### src/rtl/fcmp_pkg.sv
package fcmp_pkg;
  typedef enum logic [2:0] {
    CLS_ZERO = 3'd0,
    CLS_SUB  = 3'd1,
    CLS_NORM = 3'd2,
    CLS_INF  = 3'd3,
    CLS_QNAN = 3'd4,
    CLS_SNAN = 3'd5
  } fp_class_e;

  typedef struct packed {
    logic eq;
    logic gt;
    logic lt;
    logic inv;
  } cmp_flags_t;
endpackage

### src/rtl/fcmp_classify.sv
module fcmp_classify
  import fcmp_pkg::*;
#(
  parameter int EXP_W = 8,
  parameter int MAN_W = 23,
  localparam int WORD_W = 1 + EXP_W + MAN_W,
  localparam int MAG_W  = EXP_W + MAN_W
) (
  input  logic [WORD_W-1:0] word,
  output fp_class_e         cls,
  output logic              sign,
  output logic [MAG_W-1:0]  mag
);
  logic [EXP_W-1:0] expo;
  logic [MAN_W-1:0] mant;
  logic             exp_ones;
  logic             exp_zero;
  logic             man_zero;

  assign sign     = word[WORD_W-1];
  assign mag      = word[MAG_W-1:0];
  assign expo     = word[MAG_W-1:MAN_W];
  assign mant     = word[MAN_W-1:0];
  assign exp_ones = &expo;
  assign exp_zero = ~|expo;
  assign man_zero = ~|mant;

  always_comb begin
    if (exp_ones) begin
      if (man_zero)            cls = CLS_INF;
      else if (mant[MAN_W-1])  cls = CLS_QNAN;
      else                     cls = CLS_SNAN;
    end else if (exp_zero) begin
      cls = man_zero ? CLS_ZERO : CLS_SUB;
    end else begin
      cls = CLS_NORM;
    end
  end
endmodule

### src/rtl/fcmp_order.sv
module fcmp_order
  import fcmp_pkg::*;
#(
  parameter int MAG_W = 31
) (
  input  fp_class_e        cls_a,
  input  logic             sign_a,
  input  logic [MAG_W-1:0] mag_a,
  input  fp_class_e        cls_b,
  input  logic             sign_b,
  input  logic [MAG_W-1:0] mag_b,
  output cmp_flags_t       res
);
  logic nan_any;
  logic both_zero;
  logic mag_gt;
  logic mag_lt;

  assign nan_any   = (cls_a == CLS_QNAN) || (cls_a == CLS_SNAN) ||
                     (cls_b == CLS_QNAN) || (cls_b == CLS_SNAN);
  assign both_zero = (cls_a == CLS_ZERO) && (cls_b == CLS_ZERO);
  assign mag_gt    = mag_a > mag_b;
  assign mag_lt    = mag_a < mag_b;

  always_comb begin
    res = '0;
    if (nan_any) begin
      res.inv = 1'b1;
    end else if (both_zero) begin
      res.eq = 1'b1;
    end else if (sign_a != sign_b) begin
      res.gt = sign_b;
      res.lt = sign_a;
    end else if (!mag_gt && !mag_lt) begin
      res.eq = 1'b1;
    end else begin
      res.gt = sign_a ? mag_lt : mag_gt;
      res.lt = sign_a ? mag_gt : mag_lt;
    end
  end
endmodule

### src/rtl/fcmp_pipe.sv
module fcmp_pipe
  import fcmp_pkg::*;
#(
  parameter int EXP_W = 8,
  parameter int MAN_W = 23,
  localparam int WORD_W = 1 + EXP_W + MAN_W,
  localparam int MAG_W  = EXP_W + MAN_W
) (
  input  logic              clk,
  input  logic              rst,
  input  logic [WORD_W-1:0] op_a,
  input  logic [WORD_W-1:0] op_b,
  output logic              flag_eq,
  output logic              flag_gt,
  output logic              flag_lt,
  output logic              flag_inv
);
  logic [WORD_W-1:0] ops  [2];
  fp_class_e         cls  [2];
  logic              sgn  [2];
  logic [MAG_W-1:0]  mag  [2];
  cmp_flags_t        next_flags;
  cmp_flags_t        flags_q;
  logic              live_q;

  assign ops[0] = op_a;
  assign ops[1] = op_b;

  for (genvar gi = 0; gi < 2; gi++) begin : g_cls
    fcmp_classify #(.EXP_W(EXP_W), .MAN_W(MAN_W)) u_cls (
      .word (ops[gi]),
      .cls  (cls[gi]),
      .sign (sgn[gi]),
      .mag  (mag[gi])
    );
  end

  fcmp_order #(.MAG_W(MAG_W)) u_order (
    .cls_a  (cls[0]),
    .sign_a (sgn[0]),
    .mag_a  (mag[0]),
    .cls_b  (cls[1]),
    .sign_b (sgn[1]),
    .mag_b  (mag[1]),
    .res    (next_flags)
  );

  always_ff @(posedge clk) begin
    if (rst) begin
      flags_q <= '0;
      live_q  <= 1'b0;
    end else begin
      flags_q <= next_flags;
      live_q  <= 1'b1;
    end
  end

  assign flag_eq  = flags_q.eq;
  assign flag_gt  = flags_q.gt;
  assign flag_lt  = flags_q.lt;
  assign flag_inv = flags_q.inv;

  AST_RESET_CLEARS: assert property (@(posedge clk)
    rst |=> !(flag_eq || flag_gt || flag_lt || flag_inv));
  AST_NAN_UNORDERED: assert property (@(posedge clk) disable iff (rst)
    live_q && $past(cls[0] == CLS_QNAN || cls[0] == CLS_SNAN ||
                    cls[1] == CLS_QNAN || cls[1] == CLS_SNAN)
    |-> flag_inv && !flag_eq && !flag_gt && !flag_lt);
  AST_ONE_RELATION: assert property (@(posedge clk) disable iff (rst)
    live_q && !flag_inv |-> $countones({flag_eq, flag_gt, flag_lt}) == 1);
  AST_ZEROS_EQUAL: assert property (@(posedge clk) disable iff (rst)
    live_q && $past(cls[0] == CLS_ZERO && cls[1] == CLS_ZERO) |-> flag_eq);
  AST_SIGN_ORDER: assert property (@(posedge clk) disable iff (rst)
    live_q && $past(!op_a[WORD_W-1] && op_b[WORD_W-1] && cls[0] != CLS_QNAN &&
                    cls[0] != CLS_SNAN && cls[1] != CLS_QNAN && cls[1] != CLS_SNAN &&
                    !(cls[0] == CLS_ZERO && cls[1] == CLS_ZERO))
    |-> flag_gt);
endmodule

### config.mk
export PLATFORM = sky130hd
export DESIGN_NAME = fcmp_pipe
export DESIGN_NICKNAME = d
export VERILOG_FILES = /design/src/rtl/fcmp_pkg.sv /design/src/rtl/fcmp_classify.sv /design/src/rtl/fcmp_order.sv /design/src/rtl/fcmp_pipe.sv
export SDC_FILE = /design/constraint.sdc
export NUM_CORES = 1
export LEC_CHECK = 0
export BUFFER_PORTS_ARGS = -buffer_cell sky130_fd_sc_hd__buf_4
export CAP_MARGIN = 25
export CORE_UTILIZATION = 25
export DETAILED_ROUTE_END_ITERATION = 16
export GPL_ROUTABILITY_DRIVEN = 1
export PLACE_DENSITY = 0.49
export REMOVE_ABC_BUFFERS = 1
export SETUP_SLACK_MARGIN = 0.2
export SLEW_MARGIN = 20
export SYNTH_ARGS = -nofsm -noshare
export SYNTH_HDL_FRONTEND = slang
export SYNTH_SLANG_ARGS = --single-unit
### constraint.sdc
create_clock -name clk -period 2.3 [get_ports clk]
set_input_delay 0.345 -clock clk [delete_from_list [all_inputs] [get_ports clk]]
set_output_delay 0.345 -clock clk [all_outputs]
set_load 0.05 [all_outputs]
==> out/qor.txt, run 1 <==
Critical path peak fanout: 3
Area growth from synthesis to layout: 56.5%
Combinational share of power: 55.3%
I/O Buffers: 69
Critical path type: input pin to flop
Crit path cell chain: buf_4 > inv_1 > ha_1 > and4_4 > nand2_2 > or4_4 > a31oi_4 > a22oi_2 > a221oi_1
Worst Path Arrival: 2.13 ns
Multi-input logic area: 972 µm²
Hold depth: 2
Cell internal pwr: 330 µW
Power, Total: 500 µW
Number of clock sinks: 4
Filler instances: 471
Sw Share: 34.1%
Final setup viols: 0
Crit path time final: 2.01 ns
Leakage: 0.000959 µW
Congestion Overflow GR: 0
Crit. End Element: flop
Slew HR: 58.7%
Hold buffers post-CTS: 0
Pwr/cell area: 274 mW/mm²
Hold Crit Class: input pin to flop
Starting density of the core: 26.4%
Initial antenna violation count: 0
Largest net degree at the start of global routing: 5
I/O pin cnt: 70
Mapped cell area: 0.00117 mm²
Hold Fails Final Rpt: 0
Sequential cell area: 80.1 µm²
Worst Setup SP: op_b[30]
Register area share after synthesis: 6.86%
Status: finished clean
TritonCTS Buffers: 3
CP max stage cell: or4_4
Avg WL per Cell: 12.4 µm
Crit path buffers/inverters: 2
Clock transition at path regs: 0.03 ns
Pre-Repair DR Iteration Count: 5
Yosys warns: 0
Die W: 70.3 µm
CTS Buffer Depth: 2
Worst Path Required: 2.42 ns
GRT Resource Usage Total: 15.0%
Vias/cell: 4.89
RSZ-0062 raised after global routing: true
Flop pwr share: 14.9%
DP Worst Slack: -0.00679 ns
Clk pwr share: 29.8%
Vias in the first global route: 1,410
Slew Viols, Final: 0
WHS Endpoint: flag_eq$_SDFF_PP0_
Share of layout cells above drive strength 1: 36.2%
F_max: 498 MHz
CP startpoint kind: input pin
First-iteration detailed-routing DRC count: 29
Total Nets Final: 334
Die area: 0.00495 mm²
Slowest stage delay, CP: 0.55 ns
Net Sw Power: 170 µW
Hpwl dp: 3.29 mm
CP top delay family: simple AND/OR/NAND/NOR gates
Count of cell types in the netlist: 30
DRC Markers: 0
DRT antenna net count: 0
Mean cell area of the mapped netlist: 7.30 µm²
Slew @ Worst Pin: 0.618 ns
Synthesized instance count: 160
CTS tree: built
Die Ht: 70.3 µm
Hold_sp: rst
Final WL: 3.57 mm
H-tree depth: 1
Register bit total from synthesis: 4
Standard-cell rows: 24
Fin crit share: 87.3%
Final WS setup: 0.293 ns
Ant. Diodes: 0
Core area: 0.00441 mm²
Max-cap violations: 0
CTS root buffer: clkbuf_8
Routability cong.: 0.773
Via count: 1,403
VDD IR max: 0.000107 V
First-pass GRT wire length: 6.03 mm
how the worst max path moves through the flow:
stage / end / slack (ns) / cells past startpoint
after detailed placement: flag_lt$_SDFF_PP0_ / -0.007 / 8
after global placement: flag_lt$_SDFF_PP0_ / 0.03 / 9
final: flag_lt$_SDFF_PP0_ / 0.29 / 9
after global routing: flag_eq$_SDFF_PP0_ / 0.18 / 9
after floorplan: flag_gt$_SDFF_PP0_ / 0.25 / 8
after CTS: flag_lt$_SDFF_PP0_ / 0.22 / 8
cells in the final DEF, fill, tap and decap left out, types with 2 or more instances in the layout:
master	netlist	layout
buf_4	0	72
inv_1	34	34
ha_1	31	31
nor4_1	15	15
a21oi_1	14	14
nand2_1	13	13
nand4_1	7	7
nor3_1	5	5
nand3_1	5	5
o21ai_0	5	4
dfxtp_1	4	4
nor2_1	3	3
clkbuf_8	0	3
and4_1	3	2
a2111o_1	2	2
a221oi_1	3	2
cell families (layout without fill, tap and decap cells):
kind of cell	count (synthesis)	count (layout)	share of synthesized area, %
XOR/XNOR	1	1	0.750
buffers and inverters	34	109	10.9
AND/OR/NAND/NOR	59	59	28.9
AO/OA/AOI/OAI	31	31	19.3
adder cells (fa/ha/maj)	31	31	33.2
flip-flops	4	4	6.86
synth_stat cells:
cell type	instances	area (µm²)
a2111o_1	2	22.5
a2111oi_2	1	15.0
a211oi_2	1	12.5
a21oi_1	14	70.1
a221oi_1	3	26.3
a22oi_2	1	12.5
a31oi_4	1	21.3
and3_1	1	6.26
and4_1	3	26.3
dfxtp_1	4	80.1
ha_1	31	388
inv_1	34	128
nand2_1	13	48.8
nand2_2	1	6.26
nand2b_1	1	6.26
nand3_1	5	25.0
nand3b_1	1	7.51
nand4_1	7	43.8
nand4_2	1	12.5
nor2_1	3	11.3
nor2b_1	1	6.26
nor3_1	5	25.0
nor4_1	15	93.8
o21ai_0	5	25.0
o21ai_1	1	5.00
o22ai_1	1	6.26
o32ai_1	1	8.76
or4_1	1	7.51
or4_4	1	11.3
xor2_1	1	8.76
layout make-up:
type	count	area share, %
Tap cell	52	3.56
Timing Repair Buffer	72	29.6
Clock buffer	3	2.26
Multi-Input combinational cell	122	53.2
Inverter	34	6.99
Sequential cell	4	4.38
per-stage QoR:
| stage | instances | setup TNS, ns | instance area (µm²) | utilization (%) | hold slack (ns) |
|---|---|---|---|---|---|
| after floorplan | 160 | 0 | 1170 | - | 0.410 |
| after global placement | 283 | 0 | 1770 | 40.0 | 0.539 |
| after detailed placement | 283 | -0.00679 | 1770 | 40.0 | 0.539 |
| after CTS | 286 | 0 | 1810 | 40.9 | 0.307 |
| after global routing | 287 | 0 | 1830 | 41.4 | 0.322 |
| final | 287 | 0 | 1830 | 41.4 | 0.310 |
power groups by stage:
| stage | Combinational [µW] | Sequential (µW) | Clock, µW |
|---|---|---|---|
| after floorplan | 115 | 88.0 | 0 |
| after global placement | 275 | 75.3 | 0 |
| after detailed placement | 273 | 75.2 | 0 |
| after CTS | 274 | 74.4 | 154 |
| after global routing | 314 | 74.4 | 159 |
| final | 276 | 74.3 | 149 |
repair_timing:
item                                   CTS  global route
setup endpoints to repair                0             3
endpoints found under the hold margin    0             0
buffers inserted                         0             1
resized for setup                        0             4
sequential cells by signal, summed over array words and instances (netlist names):
signal	cells
flag_eq	1
flag_gt	1
flag_inv	1
flag_lt	1
layer usage:
metal	share of wire, %	global-route usage, %	wire (µm)	up-vias
li1	-	-	-	749
met1	48	19.3	1700	604
met2	45	25.2	1620	46
met3	5.7	2.89	203	4
met4	1.2	4.00	41	0
met5	0	0	0	-
Power figures use the tool's default switching activity.
==> inputs of run 2 (changes only) <==
--- a/config.mk
+++ b/config.mk
@@ -7,6 +7,7 @@
 export LEC_CHECK = 0
 export BUFFER_PORTS_ARGS = -buffer_cell sky130_fd_sc_hd__buf_4
 export CAP_MARGIN = 25
+export CORE_ASPECT_RATIO = 1.75
 export CORE_UTILIZATION = 25
 export DETAILED_ROUTE_END_ITERATION = 16
 export GPL_ROUTABILITY_DRIVEN = 1
==> run 2 against run 1 <==
Against the previous run: worst setup slack got worse by 0.0074 ns; cell area rose by 3.1%; sequential share of layout area fell by 0.13 points; critical path depth fell by 1; critical endpoint unchanged; sequential power barely moved; clock power barely moved; first-iteration DRC count fell by 45%; die area rose by 0.21%; total power rose by 2.3%; highest routed layer unchanged; clock-buffer cell count did not move; utilization rose by 0.99 points.
==> out/qor.txt, run 2 (synthesis gave the netlist of run 1 again) <==
Hold_ws: 0.323 ns
Pre-Repair DR Iteration Count: 4
VDD IR max: 0.000234 V
Critical path type: input pin to flop
Congestion Overflow GR: 0
Starting density of the core: 26.3%
Standard-cell rows: 32
CP max stage cell: or4_4
WHS Endpoint: flag_eq$_SDFF_PP0_
Slew Viols, Final: 0
Post-Place Cells: 285
CP startpoint kind: input pin
CP top delay family: simple AND/OR/NAND/NOR gates
Leakage: 0.000974 µW
Max-cap violations: 0
DRC Markers: 0
I/O Buffers: 69
Area growth from synthesis to layout: 61.3%
Fin crit share: 87.6%
Hold Crit Class: input pin to flop
F_max: 496 MHz
Crit. End Element: flop
Die area: 0.00496 mm²
Pwr/cell area: 272 mW/mm²
RSZ-0062 raised after global routing: false
Hold_sp: rst
Worst Path Arrival: 2.14 ns
Status: finished clean
Hold Fails Final Rpt: 0
TritonCTS Buffers: 3
CTS tree: built
Crit path cell chain: buf_4 > inv_1 > ha_1 > nand4_2 > or4_4 > a31oi_4 > a22oi_2 > a221oi_2
Worst Path Required: 2.42 ns
Initial antenna violation count: 0
Most common cell after layout, fill and taps aside: buf_4
Via count: 1,453
First-pass GRT wire length: 6.05 mm
Commonest cells after routing, fill and taps aside: buf_4, inv_1, ha_1
Number of clock sinks: 4
Hpwl dp: 3.57 mm
Vias/cell: 5.05
Non-filler cells, final: 288
Crit path buffers/inverters: 2
Avg WL per Cell: 13.6 µm
Clock transition at path regs: 0.03 ns
I/O pin cnt: 70
Final WS setup: 0.285 ns
Final WL: 3.92 mm
Critical path peak fanout: 4
Utilization after layout: 42.4%
GRT Resource Usage Total: 16.6%
Largest net degree at the start of global routing: 5
Hold depth: 2
H-tree depth: 1
Slew @ Worst Pin: 0.661 ns
CTS root buffer: clkbuf_8
Ant. Diodes: 0
CTS Buffer Depth: 2
Die W: 53.7 µm
Slowest stage delay, CP: 0.58 ns
Routability cong.: 0.766
Crit path time final: 2.01 ns
Total Nets Final: 336
DRT antenna net count: 0
DP Worst Slack: -0.0422 ns
First-iteration detailed-routing DRC count: 16
Vias in the first global route: 1,461
Final setup viols: 0
Postcts setup bufs: 0
Slew HR: 55.8%
Share of layout cells above drive strength 1: 38.8%
Die Ht: 92.4 µm
Core area: 0.00444 mm²
run 2: cell count changes in the layout (fill, tap and decap cells not counted), sizes merged:
cell and delta:
buf +2
run 2: per-stage QoR:
step	TNS [ns]	cell area [µm²]	power, µW
after floorplan	0	1170	203
final	0	1880	512
after CTS	0	1830	503
after global routing	0	1880	555
after detailed placement	-0.0773	1790	354
after global placement	-0.0300	1790	354
run 2: repair_timing:
| item | CTS | global route |
|---|---|---|
| resized for setup | 0 | 8 |
| setup endpoints to repair | 2 | 3 |
| cloned | 0 | 0 |
| pin swaps | 2 | 4 |
| hold buffers | 0 | 0 |
run 2: area by class of cell:
cell class                      count  area, µm²
Tap cell                           51       63.8
Sequential cell                     4       80.1
Clock buffer                        3       41.3
Inverter                           34        128
Multi-Input combinational cell    122       1010
Timing Repair Buffer               74        556
Fill cell                         487       2560
run 2: per-layer routing:
metal | routed length (µm) | global-route usage (%) | vias to the layer above
met3 | 175 | 1.15 | 2
met1 | 1340 | 14.9 | 644
met2 | 2380 | 35.7 | 54
li1 | - | - | 753
met4 | 16 | 3.95 | 0
met5 | 0 | 0 | -
run 2: power by group:
part / internal, µW / leakage [µW] / switching, µW
sequential: 73.5 / 0.0000328 / 0.751
clock: 111 / 0.0000216 / 35.4
combinational: 151 / 0.000919 / 139
total: 336 / 0.000974 / 175
run 2: worst max path at each step:
stage	start	endpoint	cells past startpoint
floorplan	op_b[22]	flag_gt$_SDFF_PP0_	8
global placement	op_b[22]	flag_gt$_SDFF_PP0_	9
detailed placement	op_b[22]	flag_lt$_SDFF_PP0_	9
CTS	op_b[30]	flag_lt$_SDFF_PP0_	9
global route	op_b[22]	flag_lt$_SDFF_PP0_	8
finish	op_b[22]	flag_lt$_SDFF_PP0_	8
==> inputs of run 3 (changes only) <==
--- a/config.mk
+++ b/config.mk
@@ -11,10 +11,11 @@
 export CORE_UTILIZATION = 25
 export DETAILED_ROUTE_END_ITERATION = 16
 export GPL_ROUTABILITY_DRIVEN = 1
-export PLACE_DENSITY = 0.49
+export PLACE_DENSITY_LB_ADDON = 0.15
 export REMOVE_ABC_BUFFERS = 1
 export SETUP_SLACK_MARGIN = 0.2
 export SLEW_MARGIN = 20
 export SYNTH_ARGS = -nofsm -noshare
 export SYNTH_HDL_FRONTEND = slang
+export SYNTH_HIERARCHICAL = 1
 export SYNTH_SLANG_ARGS = --single-unit
==> run 3 against run 2 <==
Against the previous run: fmax is 1.7% higher; combinational power is 7% higher; worst setup slack better by 0.034 ns; sequential power is 0.5% higher; utilization is 11 points lower; critical path depth is 2 higher; first-iteration DRC count is 100% higher; critical path type unchanged; largest cell class unchanged; highest routed layer unchanged.
==> out/qor.txt, run 3 <==
TritonCTS Buffers: 3
Post-synth top cells: buf_4, inv_1, ha_1
Cell taking the most area after synthesis: buf_4
Die Ht: 112 µm
Slew @ Worst Pin: 0.341 ns
Pwr/cell area: 312 mW/mm²
Via count: 1,556
Crit path time final: 1.98 ns
Avg WL per Cell: 13.5 µm
Fraction of registers with async set/reset: 0%
DRT antenna net count: 0
Count of cell types in the netlist: 30
Ant. Diodes: 0
Cell area after layout: 0.00210 mm²
Top cells by area, synth: buf_4, ha_1, inv_1
Pre-Repair DR Iteration Count: 4
Commonest cells after routing, fill and taps aside: buf_4, inv_1, ha_1
Leakage: 0.00108 µW
Number of clock sinks: 4
Die area: 0.00725 mm²
Vias/cell: 4.63
Vias in the first global route: 1,642
Mapped cell area: 0.00173 mm²
Largest net degree at the start of global routing: 5
Hold depth: 2
Area growth from synthesis to layout: 21.5%
Hpwl dp: 4.10 mm
Worst Path Arrival: 2.14 ns
Hold Crit Class: input pin to flop
GRT Resource Usage Total: 12.6%
Final setup viols: 0
Slew HR: 77.1%
Synthesized instance count: 237
Status: finished clean
Final WL: 4.54 mm
Count leader, synth: buf_4
I/O Buffers: 69
Most common cell after layout, fill and taps aside: buf_4
Hold_sp: rst
Max-cap violations: 0
Total Nets Final: 353
H-tree depth: 1
Slew Viols, Final: 0
CTS tree: built
Area after DPL: 0.00193 mm²
Critical path type: input pin to flop
Register bit total from synthesis: 4
RSZ-0062 raised after global routing: false
Mean cell area of the mapped netlist: 7.28 µm²
Routability cong.: 0.764
Utilization after layout: 31.8%
WHS Endpoint: flag_gt$_SDFF_PP0_
F_max: 505 MHz
Clock transition at path regs: 0.03 ns
Standard-cell rows: 39
Core area: 0.00659 mm²
Post-synth top area share: 28.3%
Fin crit share: 86.1%
Post-synth EDFFs: 0
First-pass GRT wire length: 7.04 mm
Hold Fails Final Rpt: 0
Initial antenna violation count: 0
Starting density of the core: 26.2%
Crit. End Element: flop
Filler instances: 730
Ys flop type: dfxtp_1
Share of layout cells above drive strength 1: 41.3%
CP startpoint kind: input pin
First-iteration detailed-routing DRC count: 32
Worst Path Required: 2.46 ns
Die W: 64.8 µm
CTS Buffer Depth: 2
Critical path peak fanout: 3
Register area share after synthesis: 4.64%
VDD IR max: 0.000152 V
DRC Markers: 0
I/O pin cnt: 70
Congestion Overflow GR: 0
Yosys warns: 6
CTS root buffer: clkbuf_16
-- run 3: changes by cell type in the layout (fill, tap and decap cells not counted), moves of 4 or more --
cell,change
o21ai_1,+5
buf_4,+5
nor4_1,-4
nand4_1,+4
-- run 3: through the flow --
| step | setup WS (ns) | setup TNS, ns | std cells | power [µW] | hold WS [ns] |
|---|---|---|---|---|---|
| finish | 0.320 | 0 | 336 | 653 | 0.313 |
| global route | 0.202 | 0 | 336 | 702 | 0.314 |
| CTS | 0.259 | 0 | 335 | 645 | 0.308 |
| detailed placement | -0.0332 | -0.0636 | 332 | 368 | 0.541 |
| global placement | 0.0354 | 0 | 332 | 368 | 0.540 |
| floorplan | 0.441 | 0 | 172 | 211 | 0.417 |
-- run 3: cell type report --
cell class / count / area (µm²) / area share, %
repair buffers: 79 / 593 / 28.3
inverters: 37 / 139 / 6.63
flip-flops and latches: 4 / 80.1 / 3.82
clock buffers: 3 / 75.1 / 3.58
well taps: 82 / 103 / 4.90
multi-input cells: 131 / 1110 / 52.8
-- run 3: logic make-up (layout without fill, tap and decap cells) --
family                     after synthesis  count (layout)  synth area share (%)
AOI/OAI and AO/OA                       38              38                  14.9
buffers and inverters                  102             119                  36.3
and+or+nand+nor                         61              61                  21.1
DFF                                      4               4                  4.64
xor gates and xnor gates                 1               1                 0.508
adders and majority gates               31              31                  22.5
-- run 3: power breakdown --
group | total [µW] | internal, µW | switching [µW] | leakage [µW]
clock network | 270 | 222 | 48.1 | 0.0000370
registers | 74.6 | 73.4 | 1.16 | 0.0000328
logic | 309 | 157 | 151 | 0.00101
total | 653 | 452 | 201 | 0.00108
-- run 3: what timing repair did --
action | 4_1_cts | 5_1_grt
cloned | 0 | 0
buffers inserted | 0 | 1
setup endpoints to repair | 2 | 3
hold buffers | 0 | 0
gates resized for setup | 1 | 16
pin swaps | 0 | 8
-- run 3: how the worst max path moves through the flow --
stage,start,endpoint,slack [ns],cells past startpoint
4_1_cts,op_a[15],flag_gt$_SDFF_PP0_,0.26,12
6_report,op_b[30],flag_gt$_SDFF_PP0_,0.32,10
3_5_place_dp,op_a[15],flag_gt$_SDFF_PP0_,-0.03,12
5_1_grt,op_b[30],flag_gt$_SDFF_PP0_,0.20,10
2_1_floorplan,op_b[29],flag_gt$_SDFF_PP0_,0.44,9
3_3_place_gp,op_a[15],flag_gt$_SDFF_PP0_,0.04,12
-- run 3: critical path, stage by stage --
cell and delay [ns]:
buf_4 0.09, inv_1 0.04, ha_1 0.32, nand4_4 0.15, nor4_4 0.39, nand2_1 0.15
a21oi_4 0.18, o21ai_2 0.08, a221oi_1 0.22, nor2b_2 0.18
-- run 3: layer usage --
metal,vias up,global-route usage [%],part of all wire [%]
met1,694,11.4,33
met4,0,3.11,1.1
met3,5,1.02,5.4
met5,-,0,0
li1,797,-,-
met2,60,27.4,60
